## src/rtl/cam_pkg.sv

```systemverilog
package cam_pkg;
    typedef enum logic [1:0] {
        ST_IDLE   = 2'd0,
        ST_WRITE  = 2'd1,
        ST_SEARCH = 2'd2,
        ST_READ   = 2'd3
    } cam_state_t;
endpackage

```

## src/rtl/cam_ctrl.sv

```systemverilog
module cam_ctrl
    import cam_pkg::*;
(
    input  logic       clk,
    input  logic       rst_n,
    input  logic       wr_en,
    input  logic       srch_en,
    input  logic       rd_en,
    output logic       wr_go,
    output logic       srch_go,
    output logic       rd_go,
    output logic       hit_valid
);
    cam_state_t state_q;
    cam_state_t state_d;

    // next state: write over search over read
    always_comb begin
        if (wr_en)        state_d = ST_WRITE;
        else if (srch_en) state_d = ST_SEARCH;
        else if (rd_en)   state_d = ST_READ;
        else              state_d = ST_IDLE;
    end

    always_ff @(posedge clk) begin
        if (!rst_n) state_q <= ST_IDLE;
        else        state_q <= state_d;
    end

    always_comb begin
        wr_go   = 1'b0;
        srch_go = 1'b0;
        rd_go   = 1'b0;
        unique case (state_d)
            ST_IDLE:   ;
            ST_WRITE:  wr_go   = 1'b1;
            ST_SEARCH: srch_go = 1'b1;
            ST_READ:   rd_go   = 1'b1;
            default:   ;
        endcase
        hit_valid = (state_q == ST_SEARCH);
    end


    search_pulse_chk: assert property (@(posedge clk) disable iff (!rst_n)
        (srch_en && !wr_en) |=> hit_valid);


    write_blocks_search_chk: assert property (@(posedge clk) disable iff (!rst_n)
        wr_en |=> !hit_valid);


    one_op_chk: assert property (@(posedge clk) disable iff (!rst_n)
        $onehot0({wr_go, srch_go, rd_go}));
endmodule

```

## src/rtl/cam_row.sv

```systemverilog
module cam_row #(
    parameter int WIDTH = 8
) (
    input  logic             clk,
    input  logic             rst_n,
    input  logic             we,
    input  logic [WIDTH-1:0] wdata,
    input  logic [WIDTH-1:0] key,
    output logic [WIDTH-1:0] word,
    output logic             hit
);
    logic             valid_q;
    logic [WIDTH-1:0] data_q;

    always_ff @(posedge clk) begin
        if (!rst_n) begin
            valid_q <= 1'b0;
            data_q  <= '0;
        end else if (we) begin
            valid_q <= 1'b1;
            data_q  <= wdata;
        end
    end

    always_comb begin
        word = data_q;
        hit  = valid_q && (data_q == key);
    end


    invalid_silent_chk: assert property (@(posedge clk) disable iff (!rst_n)
        !valid_q |-> !hit);
endmodule

```

## src/rtl/cam_array.sv

```systemverilog
module cam_array
    import cam_pkg::*;
#(
    parameter int WORDS = 8,
    parameter int WIDTH = 8,
    localparam int AW = (WORDS > 1) ? $clog2(WORDS) : 1
) (
    input  logic             clk,
    input  logic             rst_n,
    input  logic [AW-1:0]    addr,
    input  logic [WIDTH-1:0] bus_in,
    input  logic             wr_en,
    input  logic             srch_en,
    input  logic             rd_en,
    output logic [WIDTH-1:0] rd_data,
    output logic [WORDS-1:0] hit_vec,
    output logic             miss,
    output logic             hit_valid
);
    localparam logic [AW:0] WORDS_W = (AW+1)'(WORDS);

    logic             wr_go;
    logic             srch_go;
    logic             rd_go;
    logic             in_range;
    logic [WORDS-1:0] cmp;
    logic [WIDTH-1:0] row_word [WORDS];
    logic [WIDTH-1:0] rd_word;
    logic [WIDTH-1:0] rd_q;
    logic [WORDS-1:0] hit_q;
    logic             miss_q;

    cam_ctrl u_ctrl (
        .clk       (clk),
        .rst_n     (rst_n),
        .wr_en     (wr_en),
        .srch_en   (srch_en),
        .rd_en     (rd_en),
        .wr_go     (wr_go),
        .srch_go   (srch_go),
        .rd_go     (rd_go),
        .hit_valid (hit_valid)
    );

    assign in_range = ({1'b0, addr} < WORDS_W);

    for (genvar g = 0; g < WORDS; g++) begin : g_row
        cam_row #(.WIDTH(WIDTH)) u_row (
            .clk   (clk),
            .rst_n (rst_n),
            .we    (wr_go && in_range && (addr == AW'(g))),
            .wdata (bus_in),
            .key   (bus_in),
            .word  (row_word[g]),
            .hit   (cmp[g])
        );
    end

    always_comb begin
        rd_word = '0;
        for (int i = 0; i < WORDS; i++) begin
            if (in_range && addr == AW'(i)) rd_word = row_word[i];
        end
    end

    always_ff @(posedge clk) begin
        if (!rst_n) begin
            rd_q   <= '0;
            hit_q  <= '0;
            miss_q <= 1'b0;
        end else begin
            if (rd_go) rd_q <= rd_word;
            if (srch_go) begin
                hit_q  <= cmp;
                miss_q <= ~|cmp;
            end
        end
    end

    assign rd_data = rd_q;
    assign hit_vec = hit_q;
    assign miss    = miss_q;


    miss_is_nor_chk: assert property (@(posedge clk) disable iff (!rst_n)
        hit_valid |-> (miss == (hit_vec == '0)));


    result_hold_chk: assert property (@(posedge clk) disable iff (!rst_n)
        !(srch_en && !wr_en) |=> ($stable(hit_vec) && $stable(miss)));


    write_keeps_rd_chk: assert property (@(posedge clk) disable iff (!rst_n)
        wr_en |=> $stable(rd_data));


    search_keeps_rd_chk: assert property (@(posedge clk) disable iff (!rst_n)
        srch_en |=> $stable(rd_data));
endmodule

```

## config.mk

```make
export PLATFORM = sky130hd
export DESIGN_NAME = cam_array
export DESIGN_NICKNAME = d
export VERILOG_FILES = /design/src/rtl/cam_pkg.sv /design/src/rtl/cam_ctrl.sv /design/src/rtl/cam_row.sv /design/src/rtl/cam_array.sv
export SDC_FILE = /design/constraint.sdc
export NUM_CORES = 1
export LEC_CHECK = 0
export BUFFER_PORTS_ARGS = -buffer_cell sky130_fd_sc_hd__buf_2
export CORE_UTILIZATION = 30
export DETAILED_ROUTE_END_ITERATION = 7
export SYNTH_ARGS = -nofsm -noshare
export SYNTH_HDL_FRONTEND = slang
export SYNTH_SLANG_ARGS = --single-unit
```

## constraint.sdc

```tcl
create_clock -name clk -period 1.9 [get_ports clk]
set_input_delay 0.19 -clock clk [delete_from_list [all_inputs] [get_ports clk]]
set_output_delay 0.19 -clock clk [all_outputs]
set_load 0.01 [all_outputs]
```

==> results of run 1 <==
-- path summary, 6_finish.rpt --
| kind | depth (start not counted) | start | endpoint |
|---|---|---|---|
| worst max-delay path | 4 | g_row[3].u_row.word[5] | rd_data[5] |
| worst min-delay path | 2 | rd_en | u_ctrl.state_q[1] |
| worst max register to register | 4 | g_row[3].u_row.word[5] | rd_data[5] |
| worst min register to register | 2 | rd_data[2] | rd_data[2] |
-- final cells by class --
type / instances / area share (%)
Tap cell: 211 / 4.815
Clock inverter: 4 / 0.9128
Sequential cell: 91 / 33.23
Multi-Input combinational cell: 437 / 49.20
Timing Repair Buffer: 55 / 7.166
Inverter: 1 / 0.06846
Clock buffer: 11 / 4.610
-- logic make-up (layout without fill, tap and decap cells) --
| kind of cell | after synthesis | in the layout | share of synthesized area, % |
|---|---|---|---|
| muxes | 12 | 12 | 3.018 |
| buffers and inverters | 45 | 71 | 6.035 |
| AOI/OAI and AO/OA | 125 | 125 | 19.15 |
| DFF | 91 | 91 | 37.88 |
| and+or+nand+nor | 236 | 236 | 22.27 |
| xor gates and xnor gates | 64 | 64 | 11.65 |
-- per-stage QoR --
| step | cells | hold WS (ns) |
|---|---|---|
| 3_5_place_dp | 795 | 0.4512 |
| 5_1_grt | 810 | 0.09891 |
| 6_report | 810 | 0.1063 |
| 2_1_floorplan | 573 | 0.3278 |
| 3_3_place_gp | 795 | 0.4439 |
| 4_1_cts | 810 | 0.09795 |
-- state kept, by name, summed over array words and instances, names as in the netlist --
name                 cells
g_row.u_row.word        64
g_row.u_row.valid_q      8
hit_vec                  8
rd_data                  8
u_ctrl.state_q           2
miss                     1
-- power breakdown --
part,internal (mW),total [mW],switching [mW]
sequential,1.95,1.99,0.0383
clock,1.08,1.84,0.759
combinational,0.198,0.473,0.275
-- routing by layer --
| layer | wire (um) | part of all wire, % |
|---|---|---|
| met5 | 0 | 0 |
| met4 | 197 | 1.5 |
| met3 | 801 | 6.1 |
| met2 | 6289 | 48 |
| met1 | 5773 | 44 |
-- worst register-to-register path, cell delays in order, from the launching register on --
cell	delay, ns
dfxtp_1	0.38
mux4_2	0.49
mux2i_1	0.35
o21ai_0	0.13
and2_1	0.17
-- cells in the final DEF (no fill, tap or decap), types with 9 or more instances in the layout --
cell type / Yosys / routed
buf_4: 8 / 17
a21boi_0: 56 / 56
mux2i_1: 10 / 10
nand3_1: 18 / 18
a21boi_1: 20 / 20
o21ai_0: 16 / 16
nand4_1: 9 / 9
nand2_1: 163 / 163
dfxtp_1: 91 / 91
xnor2_1: 57 / 57
clkbuf_16: 0 / 9
buf_2: 16 / 33
==> results.yml, run 1 <==
outcome:
  status: "completed"
logic_synthesis:
  synth_cells: 573
  synthTopCellsByCount: "163 x nand2_1, 91 x dfxtp_1, 57 x xnor2_1"
  synth_top_area_cell: "dfxtp_1"
  yosysMostFrequentCell: "nand2_1"
  ys_warn_count: 0
  syn_area_um2: 4810
  syn_area_per_cell_um2: 8.394
  synth_async_sr_flop_share_pct: 0
  synth_area_leaders: "dfxtp_1 38%, nand2_1 13%, xnor2_1 10%"
  ys_seq_area_share_pct: 37.88
  synth_top_area_share_pct: 37.88
  yosysUniqueCellTypes: 40
  syn-num-nets: 589
  synth_edf_count: 0
  ys.flop_type: "dfxtp_1"
  ys_ff_latch: 91
placement:
  place_area_um2: 5180
  port_buffers: 33
  dp_slack_ns: 0.1290
  place.gp.congestion: 0.8860
  hpwl_um: 9557
timing:
  tns_ns: 0
  setup_slack_ns: 0.2882
  finClkSkew_ns: 0.007486
  tightestPinTransition_ns: 0.6140
  slew_headroom_pct: 58.98
  hold_viol: 0
  finalSetupViolCount: 0
  fmax_mhz: 620.4
  timing.final.crit_share_pct: 84.83
  drv_slew: 0
  rsz0062_at_grt: "no"
  min_period_ns: 1.612
hold_path:
  hp-class: "input port to flop"
cells_and_area:
  num-nets-final: 611
  antennaDiodeCount: 0
  seq_area_um2: 1822
  fillCellCount: 1623
  drive_above_1_share_pct: 14.52
  areaGrowthSynthToFinish_pct: 14.00
  final_util_pct: 35.54
  multi_input_area_um2: 2698
  final_cell_area_um2: 5483
setup_path:
  cp_max_fo: 3
  critPathMaxStageDelay_ns: 0.49
  slowest_stage: "mux4_2"
  crit_type: "flop to flop"
  crit_arrival_ns: 1.87
  crit_chain: "mux4_2 -> mux2i_1 -> o21ai_0 -> and2_1"
  critPathLaunchType: "flop"
  crit_family: "multiplexers"
  ff2ff_setup_slack_ns: 0.29
  critPathRequiredTime_ns: 2.16
  end_kind: "flop"
  cp_num_buf_inv: 0
detailed_routing:
  routedWlPerCell_um: 16.12
  vias: 3996
  drtAntennaViolNets: 0
  drt-pass1-iter-count: 4
  routed_wl_um: 13060
  first_iter_violations: 270
  via_per_inst: 4.933
  drc: 0
clock_tree:
  htree_num_levels: 3
  post_cts_resized: 0
  clockBufferDepth: 2
  clockRootBuffer: "clkbuf_16"
  cts.reportedPaths.clkPinSlew_ns: 0.07
  tritoncts: "yes"
  post-cts-setup-buffers: 0
  hold_buffers: 0
  numCtsBuffers: 9
  clkLatencyLatePin_ns: 0.36
  clock_sinks: 91
power:
  power_density_nw_per_um2: 784.6
  vdd_ir_drop_max_uv: 435.6
  power_mw: 4.302
  p_leak_nw: 1.832
die:
  placementRows: 45
  dieWidth_um: 128.6
  pin_count: 34
  die_area_um2: 16540
  core_um2: 15430
  start_util_pct: 31.18
  die_h_um: 128.6
global_route:
  grt_pass1_wl_um: 20850
  grt_antenna_before_repair: 0
  grt-ovfl-total: 0
  met1_usage_pct: 21.85
  grt.busiest_layer: "met2"
  met2_usage_pct: 27.54
  grtUsageMet3_pct: 3.784
  grt_max_degree: 43
  grt_util_all_layers_pct: 16.83
  grt_pass1_vias: 3867
flow_run:
  cap_violations: 0
No activity file was read; power rests on OpenSTA's default activity.
==> run 2, diff against run 1 <==
==> constraint.sdc (replaced) <==
create_clock -name clk -period 1.3 [get_ports clk]
set_input_delay 0.13 -clock clk [delete_from_list [all_inputs] [get_ports clk]]
set_output_delay 0.13 -clock clk [all_outputs]
set_load 0.01 [all_outputs]
==> run 2 against run 1 <==
  * Die area did not move
  * Via count rose by 9.4%
  * The flow now finishes with violations (setup timing)
  * First-iteration DRC count fell by 3.3%
  * Sequential cell count did not move
  * Wire length rose by 12%
  * Cell area rose by 18%
  * Utilization rose by 6.2 points
  * Final cell count rose by 9.8%
==> results.yml, run 2 (same netlist as run 1, synthesis figures left out) <==
detailed_routing:
  drtAntennaViolNets: 0
  via_per_inst: 4.918
  vias: 4372
  drt-pass1-iter-count: 7
  routed_wl_um: 14600
  drc: 0
  first_iter_violations: 261
  routedWlPerCell_um: 16.42
outcome:
  status: "complete, but fails checks"
  violations: "setup timing"
timing:
  timing.final.crit_share_pct: 107.5
  setup_slack_ns: -0.09775
  rsz0062_at_grt: "yes"
  fmax_mhz: 715.4
  min_period_ns: 1.398
  tightestPinTransition_ns: 0.5315
  whs_ns: 0.03553
  tns_ns: -0.1753
  finalSetupViolCount: 4
  hold_viol: 0
  slew_headroom_pct: 64.56
  drv_slew: 0
  finClkSkew_ns: 0.008086
cells_and_area:
  final_cell_mix: "161 x nand2_1, 82 x buf_4, 60 x dfxtp_1, 53 x a21boi_0, 44 x xnor2_1"
  largest_reg_flops: 64
  final_cells: 889
  num-nets-final: 690
  areaGrowthSynthToFinish_pct: 33.95
  antennaDiodeCount: 0
  final_util_pct: 41.76
  multi_input_area_um2: 2887
  fillCellCount: 1509
  seq_area_um2: 1868
  final_cell_area_um2: 6442
  mostFrequentLayoutCell: "nand2_1"
  drive_above_1_share_pct: 33.33
die:
  die_h_um: 128.6
  start_util_pct: 31.18
  core_um2: 15430
  die_area_um2: 16540
  placementRows: 45
  dieWidth_um: 128.6
  pin_count: 34
setup_path:
  crit_type: "flop to flop"
  critPathMaxStageDelay_ns: 0.34
  end_kind: "flop"
  critPathLaunchType: "flop"
  crit_arrival_ns: 1.64
  crit_chain: "xor2_2 -> nor4_2 -> nand4_1 -> a41o_1"
  cp_num_buf_inv: 0
  critPathRequiredTime_ns: 1.54
  cp_max_fo: 2
  crit_family: "simple AND/OR/NAND/NOR gates"
  slowest_stage: "dfxtp_2"
  ff2ff_setup_slack_ns: -0.1
global_route:
  grt_util_all_layers_pct: 18.58
  grt_pass1_wl_um: 23160
  grt.busiest_layer: "met2"
  met1_usage_pct: 23.26
  grt_pass1_vias: 4250
  grt-ovfl-total: 0
  grtUsageMet3_pct: 4.782
  met2_usage_pct: 30.65
  grt_antenna_before_repair: 0
  grt_max_degree: 36
power:
  vdd_ir_drop_max_uv: 609.6
  power_mw: 6.452
  p_leak_nw: 2.363
  power_density_nw_per_um2: 1002
clock_tree:
  numCtsBuffers: 9
  htree_num_levels: 3
  tritoncts: "yes"
  cts.reportedPaths.clkPinSlew_ns: 0.07
  clockBufferDepth: 2
  hold_buffers: 0
  clockRootBuffer: "clkbuf_16"
  clock_sinks: 91
  clkLatencyLatePin_ns: 0.35
placement:
  hpwl_um: 10570
  place_area_um2: 5913
  dp_slack_ns: -0.3632
  port_buffers: 33
  place.gp.congestion: 0.8893
  placed_cells: 876
hold_path:
  hp-class: "input port to flop"
flow_run:
  cap_violations: 0
-- run 2: cell type report --
type	instances	area share [%]
Timing Repair Buffer	134	17.48
Inverter	1	0.05826
Clock inverter	4	0.7963
Multi-Input combinational cell	437	44.80
Sequential cell	91	29.00
Clock buffer	11	3.768
Tap cell	211	4.098
-- run 2: per-layer routing --
layer,part of all wire (%),vias to the layer above
li1,-,2117
met1,44,2076
met2,48,144
met3,5.6,35
met4,3.2,0
met5,0,-
-- run 2: where the power goes --
part	switching [mW]	internal [mW]	leakage (nW)
logic	0.474	0.442	1.47
clock network	1.10	1.53	0.142
registers	0.0544	2.85	0.753
-- run 2: path summary, 6_finish.rpt --
kind | from | to | cells past startpoint
hold / removal | rd_en | u_ctrl.state_q[1] | 2
setup / recovery | g_row[6].u_row.word[2] | miss | 4
setup reg to reg | g_row[6].u_row.word[2] | miss | 4
hold reg to reg | hit_vec[3] | hit_vec[3] | 2
-- run 2: timing repair --
action | in CTS | in global routing
setup endpoints to repair | 12 | 15
gates resized for setup | 33 | 46
hold endpoints to repair | 0 | 0
setup buffers | 0 | 2
pin swaps | 11 | 29
==> run 3, diff against run 2 <==
==> constraint.sdc (replaced) <==
create_clock -name clk -period 1.4 [get_ports clk]
set_input_delay 0.14 -clock clk [delete_from_list [all_inputs] [get_ports clk]]
set_output_delay 0.14 -clock clk [all_outputs]
set_load 0.01 [all_outputs]
==> run 3 against run 2 <==
  * The run now ends clean
  * Fmax increased by 0.84%
  * Sequential cell count unchanged
  * Utilization shrank 1.1 points
  * Setup slack improved by 0.11 ns
  * Sequential share of layout area up 0.45 points
  * Clock power rose by 7%
  * Die area did not move
  * Non-clock buffer count decreased by 13
  * Clock skew fell by 0.00071 ns
  * First-iteration DRC count increased by 5.4%
  * Power shrank 1.8%
  * Critical path depth is 2 higher
  * Critical path type unchanged
  * Highest routed layer unchanged
==> results.yml, run 3 (same netlist as run 1, synthesis figures left out) <==
clock_tree:
  hold_buffers: 0
  htree_num_levels: 3
  clockRootBuffer: "clkbuf_16"
  tritoncts: "yes"
  numCtsBuffers: 9
  cts.reportedPaths.clkPinSlew_ns: 0.07
  clkLatencyLatePin_ns: 0.36
  clock_sinks: 91
  clockBufferDepth: 2
timing:
  timing.final.crit_share_pct: 99.01
  finalSetupViolCount: 0
  slew_headroom_pct: 66.86
  hold_viol: 0
  fmax_mhz: 721.5
  drv_slew: 0
  finClkSkew_ns: 0.007378
  tightestPinTransition_ns: 0.4971
  rsz0062_at_grt: "yes"
  min_period_ns: 1.386
  whs_ns: 0.03028
  setup_slack_ns: 0.01393
placement:
  placed_cells: 860
  place.gp.congestion: 0.8769
  hpwl_um: 10440
  port_buffers: 33
  dp_slack_ns: -0.2812
  place_area_um2: 5818
setup_path:
  critPathRequiredTime_ns: 1.65
  r2r-end: "miss"
  cp_max_fo: 3
  worstReg2RegStart: "g_row[5].u_row.word[5]"
  end_kind: "flop"
  critPathLaunchType: "flop"
  crit_type: "flop to flop"
  reg2regPathDepth: 6
  crit_arrival_ns: 1.64
  ff2ff_setup_slack_ns: 0.01
die:
  core_um2: 15430
  die_h_um: 128.6
  placementRows: 45
  die_area_um2: 16540
  pin_count: 34
  start_util_pct: 31.18
  dieWidth_um: 128.6
power:
  power_density_nw_per_um2: 1008
  vdd_ir_drop_max_uv: 626.0
  power_mw: 6.333
  p_leak_nw: 2.278
global_route:
  grt-ovfl-total: 0
  grt_pass1_vias: 4304
  grt_antenna_before_repair: 0
  grt_pass1_wl_um: 23070
  grt_max_degree: 28
  grt_util_all_layers_pct: 18.51
cells_and_area:
  largest_reg_flops: 64
  num-nets-final: 677
  areaGrowthSynthToFinish_pct: 30.57
  final_cells: 877
  final_cell_mix: "162 x nand2_1, 71 x dfxtp_1, 69 x buf_4, 54 x xnor2_1, 53 x a21boi_0"
  fillCellCount: 1560
  final_cell_area_um2: 6280
  mostFrequentLayoutCell: "nand2_1"
  antennaDiodeCount: 0
  drive_above_1_share_pct: 28.08
detailed_routing:
  routedWlPerCell_um: 16.29
  drtAntennaViolNets: 0
  via_per_inst: 4.979
  drt-pass1-iter-count: 5
  vias: 4367
  drc: 0
  first_iter_violations: 275
  routed_wl_um: 14280
flow_run:
  cap_violations: 0
hold_path:
  whs_endpoint: "u_ctrl.state_q[1]"
  holdPathStages: 2
  hp-class: "input port to flop"
  min_from: "rd_en"
outcome:
  status: "completed"
-- run 3: cell count changes in the layout (fill, tap and decap cells not counted), moves of 4 or more --
cell / change
buf_4: -13
dfxtp_1: +11
xnor2_1: +10
dfxtp_2: -9
xnor2_2: -9
o21ai_0: +6
o21ai_1: -4
-- run 3: repair_timing --
action,4_1_cts,5_1_grt
setup endpoints to repair,6,10
buffers inserted,0,2
resized for setup,10,31
endpoints found under the hold margin,0,0
pin swaps,2,16
-- run 3: final cells by class --
type                            count  area (um2)  share of cell area, %
Clock inverter                      7       116.4                  1.853
Multi-Input combinational cell    437        2775                  44.19
Clock buffer                        9       225.2                  3.586
Inverter                            1       3.754                0.05977
Tap cell                          211       264.0                  4.204
Sequential cell                    91        1849                  29.45
Timing Repair Buffer              121        1046                  16.66
-- run 3: report_power, final --
group          internal (mW)  total [mW]  leakage, nW  switching, mW
logic                  0.398       0.820         1.36          0.422
clock network           1.74        2.81        0.165           1.07
registers               2.65        2.70        0.747         0.0509
-- run 3: worst max path at each step --
stage,cells past startpoint,startpoint,endpoint
2_1_floorplan,6,bus_in[2],miss
4_1_cts,6,g_row[2].u_row.word[3],miss
3_5_place_dp,8,bus_in[2],miss
6_report,6,g_row[5].u_row.word[5],miss
3_3_place_gp,8,bus_in[2],miss
5_1_grt,5,g_row[6].u_row.word[3],hit_vec[6]
-- run 3: per-stage QoR --
stage / util (%) / setup TNS (ns)
global placement: 37.71 / -2.022
floorplan: - / 0
global route: 40.71 / -0.1618
detailed placement: 37.71 / -2.228
finish: 40.71 / 0
CTS: 40.15 / 0
-- run 3: worst max-delay path: stages (launching register included) --
cell	delay, ns
dfxtp_1	0.40
xnor2_1	0.14
nand4_1	0.12
nor3_2	0.19
buf_4	0.17
nor4_1	0.05
a41o_1	0.21
-- run 3: per-layer routing --
| metal | global-route usage, % | part of all wire, % | vias up |
|---|---|---|---|
| met5 | 0 | 0 | - |
| met4 | 8.927 | 3.4 | 0 |
| met3 | 4.532 | 5.3 | 29 |
| met2 | 29.89 | 47 | 130 |
| met1 | 23.10 | 44 | 2123 |
| li1 | - | - | 2085 |
